[src/rtl/serout_pkg.sv]
package serout_pkg;
  typedef enum logic [1:0] {
    MODE_ASYNC = 2'b00,
    MODE_EXT   = 2'b01,
    MODE_SELF  = 2'b10,
    MODE_SELF2 = 2'b11
  } modeT;

  // strobes passed from control to datapath
  typedef struct packed {
    logic takeLoad;
    logic startShift;
    logic advance;
    logic asyncFmt;
  } strobeT;
endpackage

[src/rtl/serout_dp.sv]
module serout_dp
  import serout_pkg::*;
#(
  parameter int WORD_W    = 16,
  parameter int BYTE_W    = 8,
  parameter int STOP_BITS = 2,
  localparam int NBYTES   = WORD_W / BYTE_W,
  localparam int SLOT_W   = 1 + BYTE_W + STOP_BITS,
  localparam int FRAME_W  = NBYTES * SLOT_W
) (
  input  logic              clk,
  input  logic              rst,
  input  strobeT            stb,
  input  logic [WORD_W-1:0] loadData,
  output logic              bitOut
);
  logic [WORD_W-1:0]  holdReg;
  logic [FRAME_W-1:0] shiftReg;
  logic [FRAME_W-1:0] asyncFrame;
  logic [FRAME_W-1:0] syncFrame;

  // framed layout: bit 0 leaves first; high byte occupies the first slot
  for (genvar b = 0; b < NBYTES; b++) begin : g_slot
    assign asyncFrame[b*SLOT_W] = 1'b0;
    assign asyncFrame[b*SLOT_W+1 +: BYTE_W] = holdReg[WORD_W-1-b*BYTE_W -: BYTE_W];
    assign asyncFrame[b*SLOT_W+1+BYTE_W +: STOP_BITS] = '1;
  end

  // raw layout: MSB leaves first
  for (genvar i = 0; i < FRAME_W; i++) begin : g_raw
    if (i < WORD_W) begin : g_bit
      assign syncFrame[i] = holdReg[WORD_W-1-i];
    end else begin : g_pad
      assign syncFrame[i] = 1'b0;
    end
  end

  always_ff @(posedge clk) begin
    if (rst) begin
      holdReg  <= '0;
      shiftReg <= '1;
    end else begin
      if (stb.takeLoad) holdReg <= loadData;
      if (stb.startShift)
        shiftReg <= stb.asyncFmt ? asyncFrame : syncFrame;
      else if (stb.advance)
        shiftReg <= {1'b1, shiftReg[FRAME_W-1:1]};
    end
  end

  assign bitOut = shiftReg[0];

  assert_start_bit_low_R4: assert property (@(posedge clk) disable iff (rst)
    (stb.startShift && stb.asyncFmt) |=> !bitOut);

  assert_msb_first_R5: assert property (@(posedge clk) disable iff (rst)
    (stb.startShift && !stb.asyncFmt) |=> (bitOut == $past(holdReg[WORD_W-1])));
endmodule

[src/rtl/serout_ctrl.sv]
module serout_ctrl
  import serout_pkg::*;
#(
  parameter int WORD_W    = 16,
  parameter int FRAME_W   = 22,
  parameter int BLANK_CYC = 4,
  parameter int SELF_DIV  = 4,
  localparam int CNT_W    = $clog2(FRAME_W + 1),
  localparam int BLANK_W  = $clog2(BLANK_CYC + 1),
  localparam int PH_W     = $clog2(SELF_DIV),
  localparam int HIGH_PH  = SELF_DIV / 2
) (
  input  logic       clk,
  input  logic       rst,
  input  logic [1:0] modeSel,
  input  logic       loadStb,
  input  logic       csN,
  input  logic       sclkIn,
  output strobeT     stb,
  output logic       busy,
  output logic       clkOe,
  output logic       clkLvl,
  output logic       rdyN
);
  modeT             modeNow;
  logic             csPrev, sclkPrev;
  logic             valid, dirty, abortPend, isSelf;
  logic [CNT_W-1:0] bitsLeft;
  logic [PH_W-1:0]  phase;
  logic [BLANK_W-1:0] blankCnt;
  logic             csFall, sclkFall, blanking, startOk, bitEnd, lastBit;

  assign modeNow  = modeT'(modeSel);
  assign csFall   = csPrev & ~csN;
  assign sclkFall = sclkPrev & ~sclkIn;
  assign blanking = (blankCnt != '0);
  assign startOk  = !busy && csFall && dirty && !blanking && !loadStb;
  assign bitEnd   = busy && (isSelf ? (phase == PH_W'(SELF_DIV-1)) : sclkFall);
  assign lastBit  = bitEnd && ((bitsLeft == CNT_W'(1)) || abortPend || csN);

  always_comb begin
    stb.takeLoad   = loadStb;
    stb.startShift = startOk;
    stb.advance    = bitEnd && !lastBit;
    stb.asyncFmt   = (modeNow == MODE_ASYNC);
  end

  always_ff @(posedge clk) begin
    if (rst) begin
      csPrev    <= 1'b1;
      sclkPrev  <= 1'b0;
      busy      <= 1'b0;
      valid     <= 1'b0;
      dirty     <= 1'b0;
      abortPend <= 1'b0;
      isSelf    <= 1'b0;
      bitsLeft  <= '0;
      phase     <= '0;
      blankCnt  <= '0;
    end else begin
      csPrev   <= csN;
      sclkPrev <= sclkIn;
      if (loadStb) blankCnt <= BLANK_W'(BLANK_CYC);
      else if (blanking) blankCnt <= blankCnt - 1'b1;

      if (startOk) begin
        busy      <= 1'b1;
        dirty     <= 1'b0;
        abortPend <= 1'b0;
        isSelf    <= modeSel[1];
        bitsLeft  <= (modeNow == MODE_ASYNC) ? CNT_W'(FRAME_W) : CNT_W'(WORD_W);
        phase     <= '0;
      end else if (busy) begin
        if (csN) abortPend <= 1'b1;
        if (isSelf) phase <= (phase == PH_W'(SELF_DIV-1)) ? '0 : phase + 1'b1;
        if (lastBit) begin
          busy <= 1'b0;
          if (bitsLeft != CNT_W'(1)) dirty <= 1'b1;   // cut short: resend later
          else valid <= dirty;                        // done: pending only if reloaded
        end else if (bitEnd) begin
          bitsLeft <= bitsLeft - 1'b1;
        end
      end

      if (loadStb) begin
        valid <= 1'b1;
        dirty <= 1'b1;
      end
    end
  end

  assign rdyN   = !(valid && !blanking);
  assign clkOe  = busy && isSelf;
  assign clkLvl = busy && isSelf && (phase == PH_W'(HIGH_PH));

  assert_blank_after_load_R2: assert property (@(posedge clk) disable iff (rst)
    loadStb |=> rdyN);

  assert_no_start_in_blank_R3: assert property (@(posedge clk) disable iff (rst)
    $rose(busy) |-> !$past(rdyN));

  assert_clk_single_high_R6: assert property (@(posedge clk) disable iff (rst)
    clkLvl |=> !clkLvl);

  assert_ready_low_in_tx_R7: assert property (@(posedge clk) disable iff (rst)
    (busy && !blanking) |-> !rdyN);

  assert_release_at_bit_end_R9: assert property (@(posedge clk) disable iff (rst)
    (busy && !bitEnd) |=> busy);
endmodule

[src/rtl/serout_port.sv]
module serout_port
  import serout_pkg::*;
#(
  parameter int WORD_W    = 16,
  parameter int BYTE_W    = 8,
  parameter int STOP_BITS = 2,
  parameter int BLANK_CYC = 4,
  parameter int SELF_DIV  = 4,
  localparam int FRAME_W  = (WORD_W / BYTE_W) * (1 + BYTE_W + STOP_BITS)
) (
  input  logic              clk,
  input  logic              rst,
  input  logic [1:0]        modeSel,
  input  logic              loadStb,
  input  logic [WORD_W-1:0] loadData,
  input  logic              csN,
  input  logic              sclkIn,
  output logic              sdataOut,
  output logic              sdataOe,
  output logic              sclkOut,
  output logic              sclkOe,
  output logic              rdyN
);
  strobeT stb;
  logic   busy, bitOut;

  serout_ctrl #(
    .WORD_W(WORD_W), .FRAME_W(FRAME_W), .BLANK_CYC(BLANK_CYC), .SELF_DIV(SELF_DIV)
  ) u_ctrl (
    .clk(clk), .rst(rst), .modeSel(modeSel), .loadStb(loadStb), .csN(csN),
    .sclkIn(sclkIn), .stb(stb), .busy(busy), .clkOe(sclkOe), .clkLvl(sclkOut),
    .rdyN(rdyN)
  );

  serout_dp #(
    .WORD_W(WORD_W), .BYTE_W(BYTE_W), .STOP_BITS(STOP_BITS)
  ) u_dp (
    .clk(clk), .rst(rst), .stb(stb), .loadData(loadData), .bitOut(bitOut)
  );

  assign sdataOe  = busy;
  assign sdataOut = busy & bitOut;
endmodule

[config.mk]
export PLATFORM = sky130hd
export DESIGN_NAME = serout_port
export DESIGN_NICKNAME = d
export VERILOG_FILES = /design/src/rtl/serout_pkg.sv /design/src/rtl/serout_dp.sv /design/src/rtl/serout_ctrl.sv /design/src/rtl/serout_port.sv
export SDC_FILE = /design/constraint.sdc
export NUM_CORES = 1
export LEC_CHECK = 0
export BUFFER_PORTS_ARGS = -buffer_cell sky130_fd_sc_hd__buf_2
export CELL_PAD_IN_SITES_DETAIL_PLACEMENT = 1
export CELL_PAD_IN_SITES_GLOBAL_PLACEMENT = 2
export CORE_MARGIN = 2
export CORE_UTILIZATION = 38
export CTS_CLUSTER_SIZE = 24
export DETAILED_ROUTE_END_ITERATION = 6
export MAX_ROUTING_LAYER = met4
export PLACE_DENSITY = 0.79
export RECOVER_POWER = 25
export SLEW_MARGIN = 20
export SYNTH_ARGS = -nofsm -noshare
export SYNTH_HDL_FRONTEND = slang
export SYNTH_HIERARCHICAL = 1
export SYNTH_SLANG_ARGS = --single-unit
[constraint.sdc]
create_clock -name clk -period 6.23 [get_ports clk]
set_input_delay 0.623 -clock clk [delete_from_list [all_inputs] [get_ports clk]]
set_output_delay 0.623 -clock clk [all_outputs]
set_load 0.01 [all_outputs]
==> results of run 1 <==
area by class of cell:
cell class                 count  area [µm²]  share of cell area, %
clock inverter                 1        5.00                  0.183
tap                           77        96.3                   3.53
sequential                    55        1100                   40.4
multi-input combinational    173        1260                   46.1
clock buffer                   6        82.6                   3.03
timing repair buffer          28         141                   5.18
inverter                      12        45.0                   1.65
cells in the final DEF, fill, tap and decap left out, types with 3 or more instances in the layout:
master    count
a21oi_1      10
buf_2        26
nor2b_1       3
or4_1         3
nand2_1       7
nor3_1        5
o21ai_0      10
a22oi_1      14
ha_1          7
clkbuf_8      6
mux2i_1      48
dfxtp_1      55
nand3_1       4
inv_1        11
a31oi_1       6
nor2_1       28
through the flow:
step	util (%)	setup slack [ps]	area (µm²)	cells
4_1_cts	42.7	3700	2720	352
5_1_grt	42.7	3450	2730	352
3_3_place_gp	41.3	3430	2640	345
2_1_floorplan	-	4190	2520	258
3_5_place_dp	41.3	3360	2640	345
6_report	42.7	3680	2730	352
cell families (layout without fill, tap and decap cells):
family                   Yosys count  after routing  share of synthesized area [%]
flip-flops                        55             55                           43.7
adder cells (fa/ha/maj)            7              7                           3.47
buffers and inverters             30             47                           6.90
AO/OA/AOI/OAI                     50             50                           12.8
multiplexers                      48             48                           19.1
XOR/XNOR                           1              1                          0.347
AND/OR/NAND/NOR                   67             67                           13.7
routing by layer:
| layer | track usage [%] | vias up | share of wire, % |
|---|---|---|---|
| li1 | - | 950 | - |
| met1 | 22.6 | 867 | 54 |
| met2 | 22.7 | 22 | 42 |
| met3 | 2.92 | 7 | 2.7 |
| met4 | 5.19 | 0 | 1.3 |
| met5 | - | - | 0 |
power by group through the flow:
stage | sequential (mW) | combinational (mW) | clock, mW
3_5_place_dp | 0.385 | 0.0643 | 0
2_1_floorplan | 0.382 | 0.0476 | 0
4_1_cts | 0.377 | 0.0648 | 0.206
5_1_grt | 0.379 | 0.0736 | 0.221
3_3_place_gp | 0.385 | 0.0632 | 0
6_report | 0.377 | 0.0642 | 0.198
registers in the layout, indices dropped and copies added, names as in the netlist:
register	flops
u_ctrl/sclkPrev	1
u_ctrl/blankCnt	3
u_ctrl/phase	2
u_ctrl/dirty	1
u_ctrl/csPrev	1
u_ctrl/bitsLeft	5
u_ctrl/abortPend	1
u_dp/holdReg	16
u_ctrl/valid	1
u_ctrl/isSelf	1
u_dp/shiftReg	22
u_ctrl/busy	1
critical path: cells and delay by family:
kind            cells  cell delay, ps
simple gates        3            1140
buf+inv             2             790
compound gates      1             150
worst max path at each step:
stage                                      to  slack [ps]  cells after the start
2_1_floorplan   u_dp/shiftReg[2]$_SDFFE_PP1P_        4190                      8
3_3_place_gp   u_dp/shiftReg[10]$_SDFFE_PP1P_        3430                      6
3_5_place_dp   u_dp/shiftReg[10]$_SDFFE_PP1P_        3360                      6
4_1_cts        u_dp/shiftReg[10]$_SDFFE_PP1P_        3700                      6
5_1_grt         u_dp/shiftReg[5]$_SDFFE_PP1P_        3450                      6
6_report       u_dp/shiftReg[10]$_SDFFE_PP1P_        3680                      6
==> results.sh, run 1 <==
export IMPL_status="finished, violations left"
export IMPL_violations="capacitance limit, slew limit"
export IMPL_worstPathRequired_ps=6390
export IMPL_p_seq_share_pct=59.0
export IMPL_slowest_delay_ps=490
export IMPL_synth_cell_types=40
export IMPL_timing_final_crit_share_pct=40.9
export IMPL_holdPathEnd="u_ctrl/valid$_SDFFE_PP0P_"
export IMPL_timing_hold_ws_ps=495
export IMPL_worstPathMaxFanout=22
export IMPL_drc=0
export IMPL_skew_ps=2.84
export IMPL_io_pins=28
export IMPL_syn_avg_cell_area_um2=9.77
export IMPL_synth_nets=288
export IMPL_die_h_um=85.5
export IMPL_antenna_left=0
export IMPL_slowest_stage="inv_1"
export IMPL_rrSetupSlack_ps=3780
export IMPL_drtIter0Drc=64
export IMPL_num_nets_final=305
export IMPL_fmax_mhz=393
export IMPL_worstHoldPathCells=2
export IMPL_fillers=752
export IMPL_hp_start="u_ctrl/valid$_SDFFE_PP0P_"
export IMPL_tightest_slew_ps=1690
export IMPL_syn_area_mm2=0.00252
export IMPL_ys_seq_elements=55
export IMPL_cts_tree="yes"
export IMPL_synthCells=258
export IMPL_post_cts_buffers=0
export IMPL_path_clk_slew_ps=90
export IMPL_synth_common_cells="dfxtp_1, mux2i_1, nor2_1"
export IMPL_hold_viol_final=0
export IMPL_crit_path_start_kind="input pin"
export IMPL_p_int_mw=0.482
export IMPL_antenna_cells_inserted=0
export IMPL_antenna_found_initial=0
export IMPL_clk_latency_ps=300
export IMPL_power_density_mw_per_mm2=234
export IMPL_synth_top_flop_cell="dfxtp_1"
export IMPL_dp_hpwl_um=3480
export IMPL_synth_top_area_cell="dfxtp_1"
export IMPL_end_kind="flop"
export IMPL_synth_top_area_share_pct=43.7
export IMPL_yosys_warnings=6
export IMPL_rr_worst_depth=7
export IMPL_p_switching_mw=0.157
export IMPL_reg2reg_to="u_dp/shiftReg[6]$_SDFFE_PP1P_"
export IMPL_relSlewSlack_pct=-12.7
export IMPL_cts_buffers_inserted=5
export IMPL_fin_tns_setup_ps=0
export IMPL_grt_pass1_wl_um=8950
export IMPL_p_sw_share_pct=24.6
export IMPL_overflow=0
export IMPL_vias=1846
export IMPL_wl_per_cell_um=14.6
export IMPL_hold_class="flop to flop"
export IMPL_routed_wirelength_um=5150
export IMPL_min_period_ps=2550
export IMPL_synth_area_leaders="dfxtp_1, mux2i_1, nor2_1, a22oi_1, ha_1"
export IMPL_startpoint="loadStb"
export IMPL_async_flop_share_pct=0
export IMPL_yosysMostFrequentCell="dfxtp_1"
export IMPL_pwr_share_clk_pct=31.0
export IMPL_p_total_mw=0.639
export IMPL_arrival_ps=2710
export IMPL_track_usage_pct=15.9
export IMPL_cts_htree_levels=2
export IMPL_synth_seq_area_share_pct=43.7
export IMPL_p_leak_nw=1.07
export IMPL_cts_root_buffer="clkbuf_8"
export IMPL_maxCapViolCount=1
export IMPL_ctsLongestPathBuffers=2
export IMPL_setup_viol=0
export IMPL_grt_max_degree=37
export IMPL_floorplan_initialDensity_pct=39.5
export IMPL_place_gp_congestion=0.742
export IMPL_maxSlewViolCount=37
export IMPL_num_rows=29
export IMPL_r2r_start="u_ctrl/blankCnt[0]$_SDFFE_PP0P_"
export IMPL_grt_pass1_vias=1843
export IMPL_io_buffers=27
export IMPL_pwr_share_comb_pct=10.1
export IMPL_die_w_um=85.5
export IMPL_via_per_inst=5.24
export IMPL_grt_setup_unrepaired="no"
export IMPL_post_cts_resized=0
export IMPL_area_growth_pct=8.19
export IMPL_dieArea_mm2=0.00730
export IMPL_drive_above_1_share_pct=16.0
export IMPL_cts_sinks=55
export IMPL_crit_type="input pin to flop"
export IMPL_critical_path_cell_chain="buf_2, nor4b_1, nand3_1, inv_1, nor2b_4, a22oi_1"
export IMPL_ir_drop_uv=148
export IMPL_synth_edf_count=0
export IMPL_firstDrtPassIters=4
export IMPL_ctsHoldBuffers=0
export IMPL_core_area_mm2=0.00639
Power figures use the tool's default switching activity.
==> run 2, diff against run 1 <==
--- a/config.mk
+++ b/config.mk
@@ -5,15 +5,16 @@
 export SDC_FILE = /design/constraint.sdc
 export NUM_CORES = 1
 export LEC_CHECK = 0
+export ABC_AREA = 1
 export BUFFER_PORTS_ARGS = -buffer_cell sky130_fd_sc_hd__buf_2
 export CELL_PAD_IN_SITES_DETAIL_PLACEMENT = 1
 export CELL_PAD_IN_SITES_GLOBAL_PLACEMENT = 2
 export CORE_MARGIN = 2
-export CORE_UTILIZATION = 38
+export CORE_UTILIZATION = 33
 export CTS_CLUSTER_SIZE = 24
 export DETAILED_ROUTE_END_ITERATION = 6
 export MAX_ROUTING_LAYER = met4
-export PLACE_DENSITY = 0.79
+export PLACE_DENSITY = 0.77
 export RECOVER_POWER = 25
 export SLEW_MARGIN = 20
 export SYNTH_ARGS = -nofsm -noshare
==> constraint.sdc (replaced) <==
create_clock -name clk -period 2.5 [get_ports clk]
set_input_delay 0.25 -clock clk [delete_from_list [all_inputs] [get_ports clk]]
set_output_delay 0.25 -clock clk [all_outputs]
set_load 0.01 [all_outputs]
==> run 2 against run 1 <==
- the run now ends clean
- flip-flop and latch count did not move
- area after synthesis is 7.9% higher
- combinational power rose to 3.0 times the previous value
==> results.sh, run 2 <==
export IMPL_routed_wirelength_um=6670
export IMPL_ctsHoldBuffers=0
export IMPL_die_w_um=94.8
export IMPL_crit_type="flop to flop"
export IMPL_syn_area_mm2=0.00272
export IMPL_clk_latency_ps=310
export IMPL_synth_top_flop_cell="dfxtp_1"
export IMPL_final_cell_mix="nand2_1, dfxtp_1, nor2_1, nand3_1, a21oi_1"
export IMPL_yosys_warnings=6
export IMPL_synth_top_family_by_area="simple AND/OR/NAND/NOR gates"
export IMPL_drc=0
export IMPL_p_leak_nw=1.35
export IMPL_arrival_ps=2200
export IMPL_slowest_delay_ps=360
export IMPL_synth_compound_area_share_pct=12.5
export IMPL_num_nets_final=434
export IMPL_worstPathMaxFanout=19
export IMPL_critPathTopFamily="simple AND/OR/NAND/NOR gates"
export IMPL_setup_viol=0
export IMPL_timing_final_crit_share_pct=77.9
export IMPL_final_cells=510
export IMPL_cts_tree="yes"
export IMPL_status="finished clean"
export IMPL_hold_class="input pin to flop"
export IMPL_cp_num_buf_inv=2
export IMPL_io_buffers=27
export IMPL_post_cts_resized=0
export IMPL_cts_sinks=55
export IMPL_num_rows=33
export IMPL_synth_top_area_share_pct=40.5
export IMPL_wl_per_cell_um=13.1
export IMPL_yosys_mux_area_fraction_pct=0
export IMPL_synth_edf_count=0
export IMPL_grt_pass1_wl_um=11600
export IMPL_synth_nets=414
export IMPL_critical_path_cell_chain="inv_1, ha_1, ha_1, nand2_1, nor2_2, inv_4, nand2_4, nand2_1, o21ai_1"
export IMPL_final_common_cell="nand2_1"
export IMPL_end_kind="flop"
export IMPL_die_h_um=94.8
export IMPL_overflow=0
export IMPL_relSlewSlack_pct=55.9
export IMPL_fillers=1045
export IMPL_power_density_mw_per_mm2=608
export IMPL_regMostFlops="u_dp/shiftReg"
export IMPL_cts_buffers_inserted=5
export IMPL_maxSlewViolCount=0
export IMPL_tightest_slew_ps=661
export IMPL_yosysMostFrequentCell="nand2_1"
export IMPL_yosys_area_share_simple_pct=33.7
export IMPL_min_period_ps=1950
export IMPL_vias=2423
export IMPL_synth_top_area_cell="dfxtp_1"
export IMPL_worstPathRequired_ps=2750
export IMPL_dp_hpwl_um=4810
export IMPL_hold_viol_final=0
export IMPL_antenna_left=0
export IMPL_place_gp_congestion=0.751
export IMPL_synth_seq_area_share_pct=40.5
export IMPL_cp_num_cells=9
export IMPL_ys_seq_elements=55
export IMPL_ctsLongestPathBuffers=2
export IMPL_largest_reg_flops=22
export IMPL_skew_ps=8.55
export IMPL_synth_cell_types=30
export IMPL_syn_avg_cell_area_um2=7.09
export IMPL_dieArea_mm2=0.00899
export IMPL_synthAdderAreaFrac_pct=3.22
export IMPL_track_usage_pct=17.1
export IMPL_ir_drop_uv=331
export IMPL_core_area_mm2=0.00809
export IMPL_synthCells=384
export IMPL_via_per_inst=4.75
export IMPL_antenna_cells_inserted=0
export IMPL_firstDrtPassIters=4
export IMPL_fin_tns_setup_ps=0
export IMPL_area_growth_pct=11.0
export IMPL_cts_root_buffer="clkbuf_8"
export IMPL_grt_max_degree=23
export IMPL_cts_htree_levels=2
export IMPL_synthXorXnorAreaFrac_pct=0.322
export IMPL_rr_worst_depth=9
export IMPL_drtIter0Drc=50
export IMPL_grt_pass1_vias=2468
export IMPL_crit_path_start_kind="flop"
export IMPL_grt_setup_unrepaired="no"
export IMPL_placedCellCount=502
export IMPL_path_clk_slew_ps=100
export IMPL_synth_area_leaders="dfxtp_1, nand2_1, nand3_1, a21oi_1, nor2_1"
export IMPL_maxCapViolCount=0
export IMPL_slowest_stage="nor2_2"
export IMPL_fmax_mhz=513
export IMPL_reg_top3="u_dp/shiftReg: 22 flops, u_dp/holdReg: 16 flops, u_ctrl/bitsLeft: 5 flops"
export IMPL_io_pins=28
export IMPL_floorplan_initialDensity_pct=33.6
export IMPL_worstHoldPathCells=3
export IMPL_post_cts_buffers=0
export IMPL_antenna_found_initial=0
export IMPL_drive_above_1_share_pct=16.0
export IMPL_async_flop_share_pct=0
export IMPL_synth_common_cells="nand2_1, dfxtp_1, nand3_1, nor2_1, a21oi_1"
-- run 2: final cells by class --
| type | instances | area, µm² | area share, % |
|---|---|---|---|
| clock inverters | 2 | 60.1 | 1.99 |
| repair buffers | 31 | 160 | 5.30 |
| flip-flops and latches | 55 | 1100 | 36.5 |
| inverters | 37 | 141 | 4.68 |
| clock buffers | 6 | 72.6 | 2.40 |
| multi-input cells | 274 | 1350 | 44.8 |
| well taps | 105 | 131 | 4.35 |
-- run 2: logic make-up after synthesis --
logic type                 count (synthesis)
AOI/OAI and AO/OA                         66
xor gates and xnor gates                   1
adders and majority gates                  7
buffers and inverters                     55
DFF                                       55
and+or+nand+nor                          200
-- run 2: worst min-delay path: stages --
cell    delay [ps]
buf_2           70
nor2_1          30
nor2_1          80
-- run 2: worst paths after layout --
check / slack (ps) / start / end
max: 550 / u_ctrl/blankCnt[0]$_SDFFE_PP0P_ / u_dp/shiftReg[20]$_SDFFE_PP1P_
max reg2reg: 550 / u_ctrl/blankCnt[0]$_SDFFE_PP0P_ / u_dp/shiftReg[20]$_SDFFE_PP1P_
min reg2reg: 480 / u_ctrl/blankCnt[0]$_SDFFE_PP0P_ / u_ctrl/blankCnt[0]$_SDFFE_PP0P_
min: 160 / loadData[3] / u_dp/holdReg[3]$_SDFFE_PP0P_
-- run 2: stage by stage --
| step | utilization [%] | hold slack (ps) | setup WS (ps) | instance area (µm²) | power, mW |
|---|---|---|---|---|---|
| 6_report | 37.3 | 158 | 552 | 3020 | 1.83 |
| 5_1_grt | 37.3 | 151 | 331 | 3020 | 1.94 |
| 4_1_cts | 37.4 | 145 | 520 | 3030 | 1.87 |
| 3_5_place_dp | 35.7 | 458 | 556 | 2890 | 1.16 |
| 3_3_place_gp | 35.7 | 451 | 637 | 2890 | 1.16 |
| 2_1_floorplan | - | 319 | 791 | 2720 | 1.10 |
-- run 2: where the power goes --
| part | internal (mW) | total [mW] | switching, mW |
|---|---|---|---|
| logic | 0.0712 | 0.193 | 0.122 |
| clock network | 0.401 | 0.696 | 0.295 |
| registers | 0.918 | 0.946 | 0.0282 |
| total | 1.39 | 1.83 | 0.445 |
-- run 2: layer usage --
metal / wire length [µm] / part of all wire [%] / track usage, % / up-vias
li1: - / - / - / 1270
met1: 3010 / 45 / 19.4 / 1116
met2: 3360 / 50 / 30.4 / 32
met3: 198 / 3.0 / 2.87 / 5
met4: 104 / 1.6 / 5.43 / 0
met5: 0 / 0 / - / -
==> run 3, diff against run 2 <==
==> constraint.sdc (replaced) <==
create_clock -name clk -period 2 [get_ports clk]
set_input_delay 0.2 -clock clk [delete_from_list [all_inputs] [get_ports clk]]
set_output_delay 0.2 -clock clk [all_outputs]
set_load 0.01 [all_outputs]
==> run 3 against run 2 <==
- wire length hardly changed
- register-to-register slack lost 370 ps
- critical endpoint unchanged
- final area hardly changed
- sequential power is 25% higher
- sequential share of layout area is essentially flat
- cell count up 0.59%
- flip-flop and latch count unchanged
- worst setup slack got worse by 370 ps
- global-route usage fell by 0.53 points
- clock power is 2% lower
- clock-buffer cell count increased by 2
==> results.sh, run 3 (same netlist as run 2, synthesis figures left out) <==
export IMPL_status="finished clean"
export IMPL_placedCellCount=504
export IMPL_crit_type="flop to flop"
export IMPL_cts_htree_levels=2
export IMPL_timing_hold_ws_ps=106
export IMPL_fin_ws_ps=183
export IMPL_clk_latency_ps=310
export IMPL_floorplan_initialDensity_pct=33.6
export IMPL_post_cts_buffers=0
export IMPL_antenna_found_initial=0
export IMPL_routed_wirelength_um=6670
export IMPL_skew_ps=9.83
export IMPL_io_pins=28
export IMPL_grt_pass1_vias=2462
export IMPL_p_int_mw=1.56
export IMPL_ir_drop_uv=274
export IMPL_p_total_mw=2.11
export IMPL_pwr_share_clk_pct=32.3
export IMPL_area_growth_pct=11.0
export IMPL_cts_buffers_inserted=5
export IMPL_place_area_mm2=0.00291
export IMPL_tightest_slew_ps=688
export IMPL_num_nets_final=437
export IMPL_min_period_ps=1820
export IMPL_die_w_um=94.8
export IMPL_track_usage_pct=16.5
export IMPL_regMostFlops="u_dp/shiftReg"
export IMPL_fillers=1054
export IMPL_dp_hpwl_um=4840
export IMPL_path_clk_slew_ps=100
export IMPL_seqCellArea_mm2=0.00110
export IMPL_via_per_inst=4.72
export IMPL_die_h_um=94.8
export IMPL_p_sw_share_pct=26.3
export IMPL_p_seq_share_pct=56.0
export IMPL_end_kind="flop"
export IMPL_num_rows=33
export IMPL_antenna_left=0
export IMPL_relSlewSlack_pct=54.2
export IMPL_grt_pass1_wl_um=11500
export IMPL_worstPathMaxFanout=19
export IMPL_ctsLongestPathBuffers=2
export IMPL_multi_input_area_mm2=0.00137
export IMPL_power_density_mw_per_mm2=699
export IMPL_dieArea_mm2=0.00899
export IMPL_final_cell_mix="nand2_1, dfxtp_1, nor2_1, nand3_1, a21oi_1"
export IMPL_fin_tns_setup_ps=0
export IMPL_p_leak_nw=1.35
export IMPL_place_gp_congestion=0.757
export IMPL_vias=2422
export IMPL_fmax_mhz=550
export IMPL_hold_viol_final=0
export IMPL_reg_top3="u_dp/shiftReg: 22 flops, u_dp/holdReg: 16 flops, u_ctrl/bitsLeft: 5 flops"
export IMPL_drive_above_1_share_pct=16.9
export IMPL_p_switching_mw=0.554
export IMPL_fin_util_pct=37.3
export IMPL_overflow=0
export IMPL_antenna_cells_inserted=0
export IMPL_crit_path_start_kind="flop"
export IMPL_cts_root_buffer="clkbuf_8"
export IMPL_final_cells=513
export IMPL_grt_setup_unrepaired="no"
export IMPL_maxSlewViolCount=0
export IMPL_largest_reg_flops=22
export IMPL_cts_tree="yes"
export IMPL_pwr_share_comb_pct=11.8
export IMPL_drtIter0Drc=57
export IMPL_final_area_mm2=0.00302
export IMPL_worstPathRequired_ps=2250
export IMPL_arrival_ps=2070
export IMPL_timing_final_crit_share_pct=90.9
export IMPL_drc=0
export IMPL_dp_slack_ps=136
export IMPL_setup_viol=0
export IMPL_cts_sinks=55
export IMPL_hold_class="input pin to flop"
export IMPL_firstDrtPassIters=4
export IMPL_core_area_mm2=0.00809
export IMPL_io_buffers=27
export IMPL_wl_per_cell_um=13.0
export IMPL_maxCapViolCount=0
export IMPL_grt_max_degree=23
export IMPL_final_common_cell="nand2_1"
run 3: cell type report:
type	count	area share (%)
multi-input combinational	275	45.2
sequential	55	36.4
timing repair buffer	33	6.05
inverter	37	4.68
tap	105	4.35
clock buffer	8	3.31
run 3: final timing paths:
kind / startpoint / endpoint / slack, ps / cells after the start
worst max register to register: u_ctrl/blankCnt[0]$_SDFFE_PP0P_ / u_dp/shiftReg[20]$_SDFFE_PP1P_ / 180 / 9
worst min register to register: u_ctrl/blankCnt[0]$_SDFFE_PP0P_ / u_ctrl/blankCnt[0]$_SDFFE_PP0P_ / 470 / 2
worst max-delay path: u_ctrl/blankCnt[0]$_SDFFE_PP0P_ / u_dp/shiftReg[20]$_SDFFE_PP1P_ / 180 / 9
worst min-delay path: sclkIn / u_ctrl/sclkPrev$_SDFF_PP0_ / 110 / 3
run 3: power by group through the flow:
stage                     combinational, mW  clock (mW)  sequential, mW
after floorplan                       0.182           0            1.20
after global placement                0.245           0            1.21
after detailed placement              0.251           0            1.21
after CTS                             0.252       0.708            1.18
after global routing                  0.289       0.755            1.19
final                                 0.248       0.681            1.18
run 3: metal layers:
metal	global-route usage [%]	up-vias	share of wire [%]
li1	-	1278	-
met1	20.3	1110	47
met2	28.6	29	50
met3	3.11	5	2.6
met4	2.90	0	0.79
met5	-	-	0
run 3: worst max-delay path, stage by stage (launching register included):
cell and delay [ps]:
dfxtp_1 320, inv_1 70, ha_1 170, ha_1 210, nand2_1 130, nor2_4 250
inv_4 150, nand2_4 220, nand2_1 110, o21ai_1 130
run 3: what timing repair did:
item                                    in CTS  in global routing
hold buffers                                 0                  0
endpoints found under the setup margin       0                 14
gates resized for setup                      0                  2
